$ cat src/rtl/itimer_pkg.sv
package itimer_pkg;
  localparam int SEL_W  = 3;
  localparam int N_TAPS = 1 << SEL_W;
  localparam int MIN_DIV_W = 14;

  // Divider bit used for each interval code; bit k gives period 2^(k+1)
  function automatic int unsigned tap_bit(input logic [SEL_W-1:0] code);
    case (code)
      3'd6:    tap_bit = 7;
      3'd7:    tap_bit = 13;
      default: tap_bit = int'(code);
    endcase
  endfunction
endpackage

$ cat src/rtl/itimer_sync.sv
module itimer_sync #(
  parameter int STAGES = 2
) (
  input  logic clk,
  input  logic rst,
  input  logic din,
  output logic level,
  output logic rise
);
  logic [STAGES-1:0] sh;

  always_ff @(posedge clk) begin
    if (rst) begin
      sh    <= '0;
      level <= 1'b0;
      rise  <= 1'b0;
    end else begin
      sh    <= {sh[STAGES-2:0], din};
      level <= sh[STAGES-1];
      rise  <= sh[STAGES-1] & ~level;
    end
  end
endmodule

$ cat src/rtl/itimer_div.sv
module itimer_div #(
  parameter int W = 14
) (
  input  logic         clk,
  input  logic         rst,
  input  logic         en,
  output logic [W-1:0] cnt
);
  always_ff @(posedge clk) begin
    if (rst)     cnt <= '0;
    else if (en) cnt <= cnt + 1'b1;
  end
endmodule

$ cat src/rtl/itimer_top.sv
module itimer_top
  import itimer_pkg::*;
#(
  parameter int DIV_W       = 14,
  parameter int SYNC_STAGES = 2
) (
  input  logic             clk,
  input  logic             rst,
  input  logic             src_sel,
  input  logic             sub_clk,
  input  logic             bypass,
  input  logic [SEL_W-1:0] ivl_sel,
  input  logic             irq_mask,
  input  logic             irq_clr,
  input  logic             sleep_stop,
  output logic             tick_out,
  output logic             irq
);
  logic             sub_lvl, sub_rise;
  logic             adv;
  logic [DIV_W-1:0] div_cnt;
  logic [N_TAPS-1:0] taps;
  logic             tap_lvl;
  logic             out_lvl, out_rise;

  itimer_sync #(.STAGES(SYNC_STAGES)) u_sub_sync (
    .clk(clk), .rst(rst), .din(sub_clk), .level(sub_lvl), .rise(sub_rise)
  );

  assign adv = src_sel ? sub_rise : 1'b1;

  itimer_div #(.W(DIV_W)) u_div (
    .clk(clk), .rst(rst), .en(adv), .cnt(div_cnt)
  );

  for (genvar g = 0; g < N_TAPS; g++) begin : g_tap
    assign taps[g] = div_cnt[tap_bit(SEL_W'(g))];
  end

  assign tap_lvl = bypass ? sub_lvl : taps[ivl_sel];

  itimer_sync #(.STAGES(SYNC_STAGES)) u_out_sync (
    .clk(clk), .rst(rst), .din(tap_lvl), .level(out_lvl), .rise(out_rise)
  );

  always_ff @(posedge clk) begin
    if (rst) begin
      tick_out <= 1'b0;
      irq      <= 1'b0;
    end else begin
      tick_out <= out_rise & ~sleep_stop;
      irq      <= (out_rise & ~irq_mask) | (irq & ~irq_clr);
    end
  end
endmodule

$ cat config.mk
export PLATFORM = sky130hd
export DESIGN_NAME = itimer_top
export DESIGN_NICKNAME = d
export VERILOG_FILES = /design/src/rtl/itimer_pkg.sv /design/src/rtl/itimer_sync.sv /design/src/rtl/itimer_div.sv /design/src/rtl/itimer_top.sv
export SDC_FILE = /design/constraint.sdc
export NUM_CORES = 1
export LEC_CHECK = 0
export ABC_AREA = 1
export BUFFER_PORTS_ARGS = -buffer_cell sky130_fd_sc_hd__buf_4
export CORE_MARGIN = 1.5
export CORE_UTILIZATION = 60
export DETAILED_ROUTE_END_ITERATION = 6
export GPL_TIMING_DRIVEN = 0
export PLACE_DENSITY = 0.82
export SLEW_MARGIN = 40
export SYNTH_ARGS = -nofsm -noshare
export SYNTH_HDL_FRONTEND = slang
export SYNTH_SLANG_ARGS = --single-unit
export TNS_END_PERCENT = 10
$ cat constraint.sdc
create_clock -name clk -period 2.3 [get_ports clk]
set_input_delay 0.46 -clock clk [delete_from_list [all_inputs] [get_ports clk]]
set_output_delay 0.46 -clock clk [all_outputs]
set_load 0.01 [all_outputs]
## Yosys cells after proc, flatten, opt, wreduce, memory -nomap -nowiden

Index checks and enable logic that the tools add are counted.

| cells by class | value |
|---|---|
| $lt $le $gt $ge | 1 |
| equality and inequality tests | 0 |
| multiplexer cells | 4 |
| shift operators | 0 |
| bitwise operators | 11 |
| divide/modulo/power cells | 0 |
| $add $sub $neg | 1 |
| reduce and logical (&&, ||, !) cells | 0 |
| $mul | 0 |

Operators by type and width:

| cell | number |
|---|---|
| 14-bit by 1-bit adder with 14-bit output (second input constant) | 1 |
| 1-bit AND | 5 |
| 1-bit inverter | 5 |
| 3-bit by 4-bit < comparator with 1-bit output (second input constant) | 1 |
| 1-bit binary-select mux with 3-bit select | 1 |
| 1-bit 2-to-1 mux | 3 |
| 1-bit OR | 1 |

| word-level totals | value |
|---|---|
| bits in latches | 0 |
| bits in read-only memories | 0 |
| output and inout port bits | 2 |
| bits in registers | 24 |
| memory bits (writable) | 0 |
| memories | 0 |

## Logic depth before layout (Yosys ltp)

Gate-level depths: netlist of the first run.

| depth | value |
|---|---|
| word-level depth | 3 |
| depth in mapped cells | 9 |
| gate-level depth less buffers | 9 |

## Cells and area by module

Synthesis of the first run repeated with hierarchy kept, for this count alone.

| unflattened totals | value |
|---|---|
| cell total of the unflattened synthesis | 173 |
| area total of the unflattened synthesis | 1148.6 µm² |

By module, submodules not included:

| module | times used | area an instance (µm²) | cells an instance |
|---|---|---|---|
| itimer_div | 1 | 735.7 | 113 |
| itimer_sync | 2 | 115.1 | 12 |
| itimer_top | 1 | 182.7 | 36 |

## Worst setup path before layout of the first run

No wires, ideal clock.

| timing | value |
|---|---|
| path kind | reg2reg |
| start | register u_div.cnt[0] |
| end | register u_div.cnt[12] |
| slack | 1.103 ns |
| cell stages (with the launch flop) | 9 |
| data required time | 2.172 ns |
| path buffers | 0 |
| clock period less this slack | 1.197 ns |
| arrival | 1.069 ns |
| cells stage by stage | dfxtp_1 -> ha_1 -> nand2_1 -> inv_1 -> nand2_1 -> nor2_4 -> nand3_1 -> nand2_1 -> nor2_1 |

| between the ends | value |
|---|---|
| word-level cells in the longest chain between the ends | 1 |

Ends and longest elaborated chain:

| element | line | source |
|---|---|---|
| start, declared | itimer_div.sv:7 | `output logic [W-1:0] cnt` |
| start signal, assigned | itimer_div.sv:11 | `else if (en) cnt <= cnt + 1'b1;` |
| 14-bit by 1-bit adder with 14-bit output | itimer_div.sv:11 |  |

Every way passes these cells.
A chain may end at the register's enable or synchronous reset.

## Worst setup path after layout of the first run

| timing | value |
|---|---|
| start | register u_div.cnt[0] |
| end | register u_div.cnt[6] |

Same word-level chain as after synthesis.

==> results of run 1 <==
[cell families (layout without fill, tap and decap cells)]
kind of cell             Yosys count  count (layout)  synth area share [%]
AO/OA/AOI/OAI                     13              13                 6.166
adder cells (fa/ha/maj)            1               1                 1.121
buffers and inverters             34              50                 11.55
flip-flops                        24              24                 43.05
AND/OR/NAND/NOR                   93              93                 38.12
[layout by cell type (no fill, tap or decap), types with 2 or more instances in the layout]
master	netlist	final
nand2_1	37	37
inv_1	31	31
nor2_1	27	27
dfxtp_1	24	24
buf_4	0	12
nand3_1	9	9
nor3_1	6	6
a21oi_1	6	6
nand4_1	5	5
o21ai_0	4	4
clkbuf_4	0	3
nand2_2	2	2
nor2_2	2	2
o21ai_1	2	2
nand3_2	2	2
nor2_4	2	2
[registers in the layout (all words and copies together) (netlist names)]
register          cells
u_div.cnt            14
u_out_sync.sh         2
u_sub_sync.sh         2
irq                   1
tick_out              1
u_out_sync.level      1
u_out_sync.rise       1
u_sub_sync.level      1
u_sub_sync.rise       1
[path summary, 6_finish.rpt]
path	depth (start not counted)	slack, ps	end	from
max	8	930	u_div.cnt[6]	u_div.cnt[0]
min	2	310	tick_out	sleep_stop
max reg2reg	8	930	u_div.cnt[6]	u_div.cnt[0]
min reg2reg	1	400	u_out_sync.rise	u_out_sync.level
[final cells by class]
cell class / count / area (µm²)
plain buffers: 2 / 8.758
multi-input cells: 107 / 506.7
clock buffers: 4 / 36.28
well taps: 25 / 31.28
fillers: 154 / 471.7
flip-flops and latches: 24 / 480.5
inverters: 32 / 120.1
repair buffers: 12 / 90.09
[power breakdown]
| part | switching, mW | total, mW | internal [mW] | leakage [nW] |
|---|---|---|---|---|
| sequential | 0.00687 | 0.432 | 0.425 | 0.195 |
| clock | 0.119 | 0.215 | 0.0965 | 0.0210 |
| combinational | 0.0299 | 0.0552 | 0.0252 | 0.349 |
[worst reg2reg max path, cell delays in order (launching register included)]
cell	delay, ps
dfxtp_1	460
ha_1	210
nand2_1	60
inv_1	90
nand2_1	90
nor3_1	210
nand2_1	80
nand2_1	60
nor2_1	40
[per-layer routing]
layer / up-vias / part of all wire [%] / GRT usage, %
met5: - / 0 / 0
met4: 0 / 0 / 6.857
met3: 0 / 2.9 / 3.529
met2: 20 / 48 / 37.50
met1: 452 / 49 / 31.48
li1: 540 / - / -
==> out/metrics.cfg, run 1 <==
[floorplanning]
row_count = 15
start_util_pct = 63.94
die-area_mm2 = 0.002128
dieWidth_um = 46.13
ioPinCount = 13
core_mm2 = 0.001745
dieHeight_um = 46.13

[logic_synthesis]
synth_cells = 165
synth_top_cells_by_count = 37 x nand2_1, 31 x inv_1, 27 x nor2_1
syn_nets = 177
synth_seq_area_share_pct = 43.05
yosys.cell_types.count = 20
yosysTopAreaCell = dfxtp_1
synth_top_area_share_pct = 43.05
ys_warn_count = 0
synth_edf_count = 0
async_flop_share_pct = 0
yosysMostFrequentCell = nand2_1
synth_area_mm2 = 0.001116
synth_area_per_cell_um2 = 6.764
netlist_top_cells_area = dfxtp_1 43%, nand2_1 12%, inv_1 10%, nor2_1 9.1%, nand3_1 4.0%
ys.flop_type = dfxtp_1
synth-seq-cells = 24

[placed_design]
place.port_buffers = 12
dp_slack_ps = 910.0
gp_congestion = 0.8841
detailed_place_hpwl_mm = 1.631
dp_cells = 202
placed_area_mm2 = 0.001237

[critical_path]
worstPathRequired_ps = 2510
cp.arrival_ps = 1580
crit_chain = ha_1, nand2_1, inv_1, nand2_1, nor3_1, nand2_1, nand2_1, nor2_1
path_common_cell = nand2_1
crit_family = simple AND/OR/NAND/NOR gates
cp_slowest_cell = dfxtp_1
end_kind = flop
cp-start-kind = flop
path_class = flop to flop
path_buf_inv = 1
crit_path_max_fanout = 5
max_stage_delay_ps = 460

[clock_network]
clockBufferDepth = 2
clk_latency_ps = 300
cts.sinks = 24
path_clk_slew_ps = 130
root_buffer = clkbuf_4
cts_resized = 0
holdBufCountCts = 0
cts_inserted_buffers = 3
postCtsSetupBuffers = 0
htreeDepth = 1
cts_tree = yes

[timing]
finalClockSkew_ps = 2.357
slew_violations = 0
worst_slew_pin_slew_ps = 458.7
min_period_ps = 1371
finalHoldViolations = 0
setup_tns_ps = 0
relSlewSlack_pct = 69.42
layout_setup_ws_ps = 928.9
post-route-period-util_pct = 59.61
finalSetupViolCount = 0
rsz0062_at_grt = false
hold_ws_ps = 305.1
fmax_mhz = 729.3

[grt]
grt_pass1_wl_mm = 3.553
grt_pass1_vias = 898
overflow = 0
antenna_found_initial = 0
track_usage_pct = 23.10
grt_max_degree = 14

[routing]
vias_per_cell = 4.913
vias = 1012
drt_wl_total_mm = 2.081
drc = 0
wire_per_inst_um = 10.10
drtAntennaViolNets = 0
drtIter0Drc = 15
detail_route.first_pass.iterations = 4

[finish]
design_area_mm2 = 0.001274
fin_nets = 194
utilization_pct = 72.97
final_cells = 206
drive_gt1_share_pct = 14.92
areaGrowthSynthToFinish_pct = 14.13
diodes = 0

[pwr]
totalPowerFinal_mw = 0.7023
ir_drop_uv = 375.7
power_density_mw_per_mm2 = 551.4
leakagePower_nw = 0.5653

[run_status]
run_status = complete, no violations

[worst_hold_path]
holdCritPathClass = input pin to flop

[job]
cap_violations = 0

Power figures use the tool's default switching activity.
==> run 2: changes to the inputs <==
ABC_AREA = 0   (was 1)
CORE_UTILIZATION = 54   (was 60)
PLACE_DENSITY = 0.76   (was 0.82)
clock period = 1.35 ns   (was 2.3 ns; I/O delays follow)
==> run 2 against run 1 <==
Compared with the run above:
- final area rose by 0.88%
- first-iteration DRC count fell by 27%
- sequential power rose by 69%
- critical path depth is 4 lower
- clock skew up 2.2 ps
- worst setup slack worse by 930 ps
- worst hold slack lost 200 ps
==> out/metrics.cfg, run 2 <==
[worst_hold_path]
holdCritPathClass = input pin to flop

[floorplanning]
core_mm2 = 0.001708  ; -2.2%
row_count = 15  ; unchanged
ioPinCount = 13  ; unchanged
dieHeight_um = 45.27  ; -1.9%
dieWidth_um = 45.27  ; -1.9%
die-area_mm2 = 0.002049  ; -3.7%
start_util_pct = 56.48  ; -7.5 points

[grt]
grt_pass1_vias = 741  ; -17%
track_usage_pct = 21.50  ; -1.6 points
overflow = 0  ; unchanged
antenna_found_initial = 0  ; unchanged
grt_max_degree = 13  ; -1
grt_pass1_wl_mm = 3.132  ; -12%

[critical_path]
cp.arrival_ps = 1590  ; about the same
cp-start-kind = flop
max_stage_delay_ps = 490  ; +30 ps
path_class = flop to flop
crit_chain = and3_4, nand3_4, or4_4, a21oi_2
crit_path_max_fanout = 4  ; -1
end_kind = flop
cp_slowest_cell = or4_4
worstPathRequired_ps = 1590  ; -920 ps

[timing]
finalSetupViolCount = 0  ; unchanged
post-route-period-util_pct = 100.0  ; +40 points
finalHoldViolations = 0  ; unchanged
min_period_ps = 1350  ; -21.16 ps
relSlewSlack_pct = 66.34  ; -3.1 points
rsz0062_at_grt = true
worst_slew_pin_slew_ps = 505.0  ; +46.28 ps
finalClockSkew_ps = 4.528  ; +2.171 ps
fmax_mhz = 740.8  ; +1.6%
slew_violations = 0  ; unchanged

[logic_synthesis]
ys.flop_type = dfxtp_1
yosysMostFrequentCell = dfxtp_1
synth_seq_area_share_pct = 49.81  ; +6.8 points
synth_area_um2 = 964.7  ; -14%
synthMuxAreaShare_pct = 5.577  ; +5.6 points
synth-seq-cells = 24  ; unchanged
yosys.area_share.simple_pct = 26.20  ; -12 points
synth_top_cells_by_count = 24 x dfxtp_1, 9 x nor2_1, 7 x xor2_1
synth-xor-area-share_pct = 7.263  ; +7.3 points
synth_top_area_share_pct = 49.81  ; +6.8 points
ys_warn_count = 0  ; unchanged
synth_cells = 98  ; -41%
async_flop_share_pct = 0  ; unchanged
netlist_top_cells_area = dfxtp_1 50%, xor2_1 6.4%, nor2b_1 3.9%, nor2_1 3.5%, nand4_1 3.2%
yosys.cell_types.count = 30  ; +50%
synth-compound-area-share_pct = 7.782  ; +1.6 points
synth_edf_count = 0  ; unchanged
synth_fa_ha_area_share_pct = 1.297  ; +0.18 points
yosysTopAreaCell = dfxtp_1
syn_nets = 110  ; -38%
synth_area_per_cell_um2 = 9.844  ; +46%
synth_top_family_by_area = simple AND/OR/NAND/NOR gates

[routing]
vias_per_cell = 5.547  ; +13%
detail_route.first_pass.iterations = 4  ; unchanged
drc = 0  ; unchanged
drtIter0Drc = 11  ; -4
met1Wirelength_um = 898  ; -12%
wl_met3_um = 64  ; +6.7%
highest_layer = met4
drt_wl_total_mm = 2.010  ; -3.4%
wl_met2_um = 991  ; -1.2%
drtAntennaViolNets = 0  ; unchanged
wire_per_inst_um = 13.58  ; +34%
vias = 821  ; -19%

[finish]
diodes = 0  ; unchanged
fin_nets = 137  ; -29%
final_cells = 148  ; -28%
utilization_pct = 75.24  ; +2.3 points
largestRegisters = u_div.cnt (14), u_out_sync.sh (2), u_sub_sync.sh (2)
areaGrowthSynthToFinish_pct = 33.20
drive_gt1_share_pct = 40.65  ; +26 points
layout_commonest_cell = buf_4
top_register = u_div.cnt
largest_reg_flops = 14  ; unchanged
final_cell_mix = 22 x buf_4, 14 x dfxtp_1, 9 x nor2_1

[pwr]
power_density_mw_per_mm2 = 882.7  ; +60%
p_sw_share_pct = 22.29  ; +0.15 points
clkPwrFrac_pct = 26.3  ; -4.3 points
internal_power_mw = 0.8814  ; +61%
switching_power_mw = 0.2529  ; +63%
ir_drop_uv = 645.5  ; +72%
power_frac_comb_pct = 9.4  ; +1.5 points
seq_power_share_pct = 64.3  ; +2.8 points
leakagePower_nw = 0.4852  ; -14%

[placed_design]
place.port_buffers = 12  ; unchanged
detailed_place_hpwl_mm = 1.177  ; -28%
gp_congestion = 0.6885  ; -22%
dp_cells = 135  ; -33%

[clock_network]
cts_inserted_buffers = 3  ; unchanged
path_clk_slew_ps = 120  ; about the same
htreeDepth = 1  ; unchanged
root_buffer = clkbuf_4
clk_latency_ps = 310  ; about the same
clockBufferDepth = 2  ; unchanged
cts.sinks = 24  ; unchanged
cts_tree = yes

[job]
cap_violations = 0  ; unchanged

[run_status]
run_status = complete, no violations

run 2: changes by cell type after synthesis, sizes merged, moves of 3 or more:
cell,change
nand2,-36
inv,-30
nor2,-22
nand3,-9
xor2,+7
nor2b,+6
nor3,-6
nand2b,+4
or3,+4
and3,+3
run 2: area by class of cell:
type,count,area (µm²)
clock buffer,3,22.52
inverter,2,7.507
fill,113,422.9
sequential,24,508.0
tap,25,31.28
buffer,3,18.77
timing repair buffer,22,165.2
multi-input combinational,69,531.8
run 2: path summary, 6_finish.rpt:
check | endpoint | slack (ps) | cells past startpoint | startpoint
worst max-delay path | u_div.cnt[13] | 0.07 | 4 | u_div.cnt[0]
worst min-delay path | tick_out | 110 | 2 | sleep_stop
worst max register to register | u_div.cnt[13] | 0.07 | 4 | u_div.cnt[0]
worst min register to register | u_out_sync.rise | 400 | 1 | u_out_sync.level
run 2: kinds of logic after synthesis:
logic type	Yosys count
AO/OA/AOI/OAI	13
adder cells (fa/ha/maj)	1
AND/OR/NAND/NOR	43
buffers and inverters	5
XOR/XNOR	8
multiplexers	4
flip-flops	24
run 2: through the flow:
step | setup TNS [ps] | cell area [µm²] | hold WS (ps) | total power [mW] | setup slack (ps)
after global routing | -101.9 | 1285 | 92.73 | 1.186 | -53.45
final | 0 | 1285 | 106.0 | 1.134 | 0.06528
after detailed placement | -544.5 | 1095 | 389.1 | 0.8307 | -140.9
after CTS | 0 | 1230 | 102.0 | 1.127 | 10.79
after floorplan | 0 | 973.4 | 346.1 | 0.7929 | 5.126
after global placement | -456.9 | 1095 | 371.8 | 0.8292 | -118.9
run 2: worst max-delay path, delay by kind of cell (launching register included):
family	cells	cell delay, ps
and+or+nand+nor	3	770
DFF	1	400
AOI/OAI and AO/OA	1	120
run 2: timing repair:
item,4_1_cts,5_1_grt
hold buffers,0,0
endpoints found under the setup margin,5,5
pin swaps,2,1
gates resized for setup,17,12
setup buffers,10,0
run 2: power by group through the flow:
stage	Sequential [mW]	Combinational [mW]	Clock, mW
finish	0.730	0.107	0.298
global route	0.732	0.115	0.338
CTS	0.727	0.0975	0.303
detailed placement	0.750	0.0804	0
global placement	0.750	0.0794	0
floorplan	0.748	0.0451	0
run 2: metal layers:
metal	vias to the layer above	global-route usage [%]
li1	396	-
met1	394	26.84
met2	22	34.86
met3	9	5.200
met4	0	10.00
met5	-	0
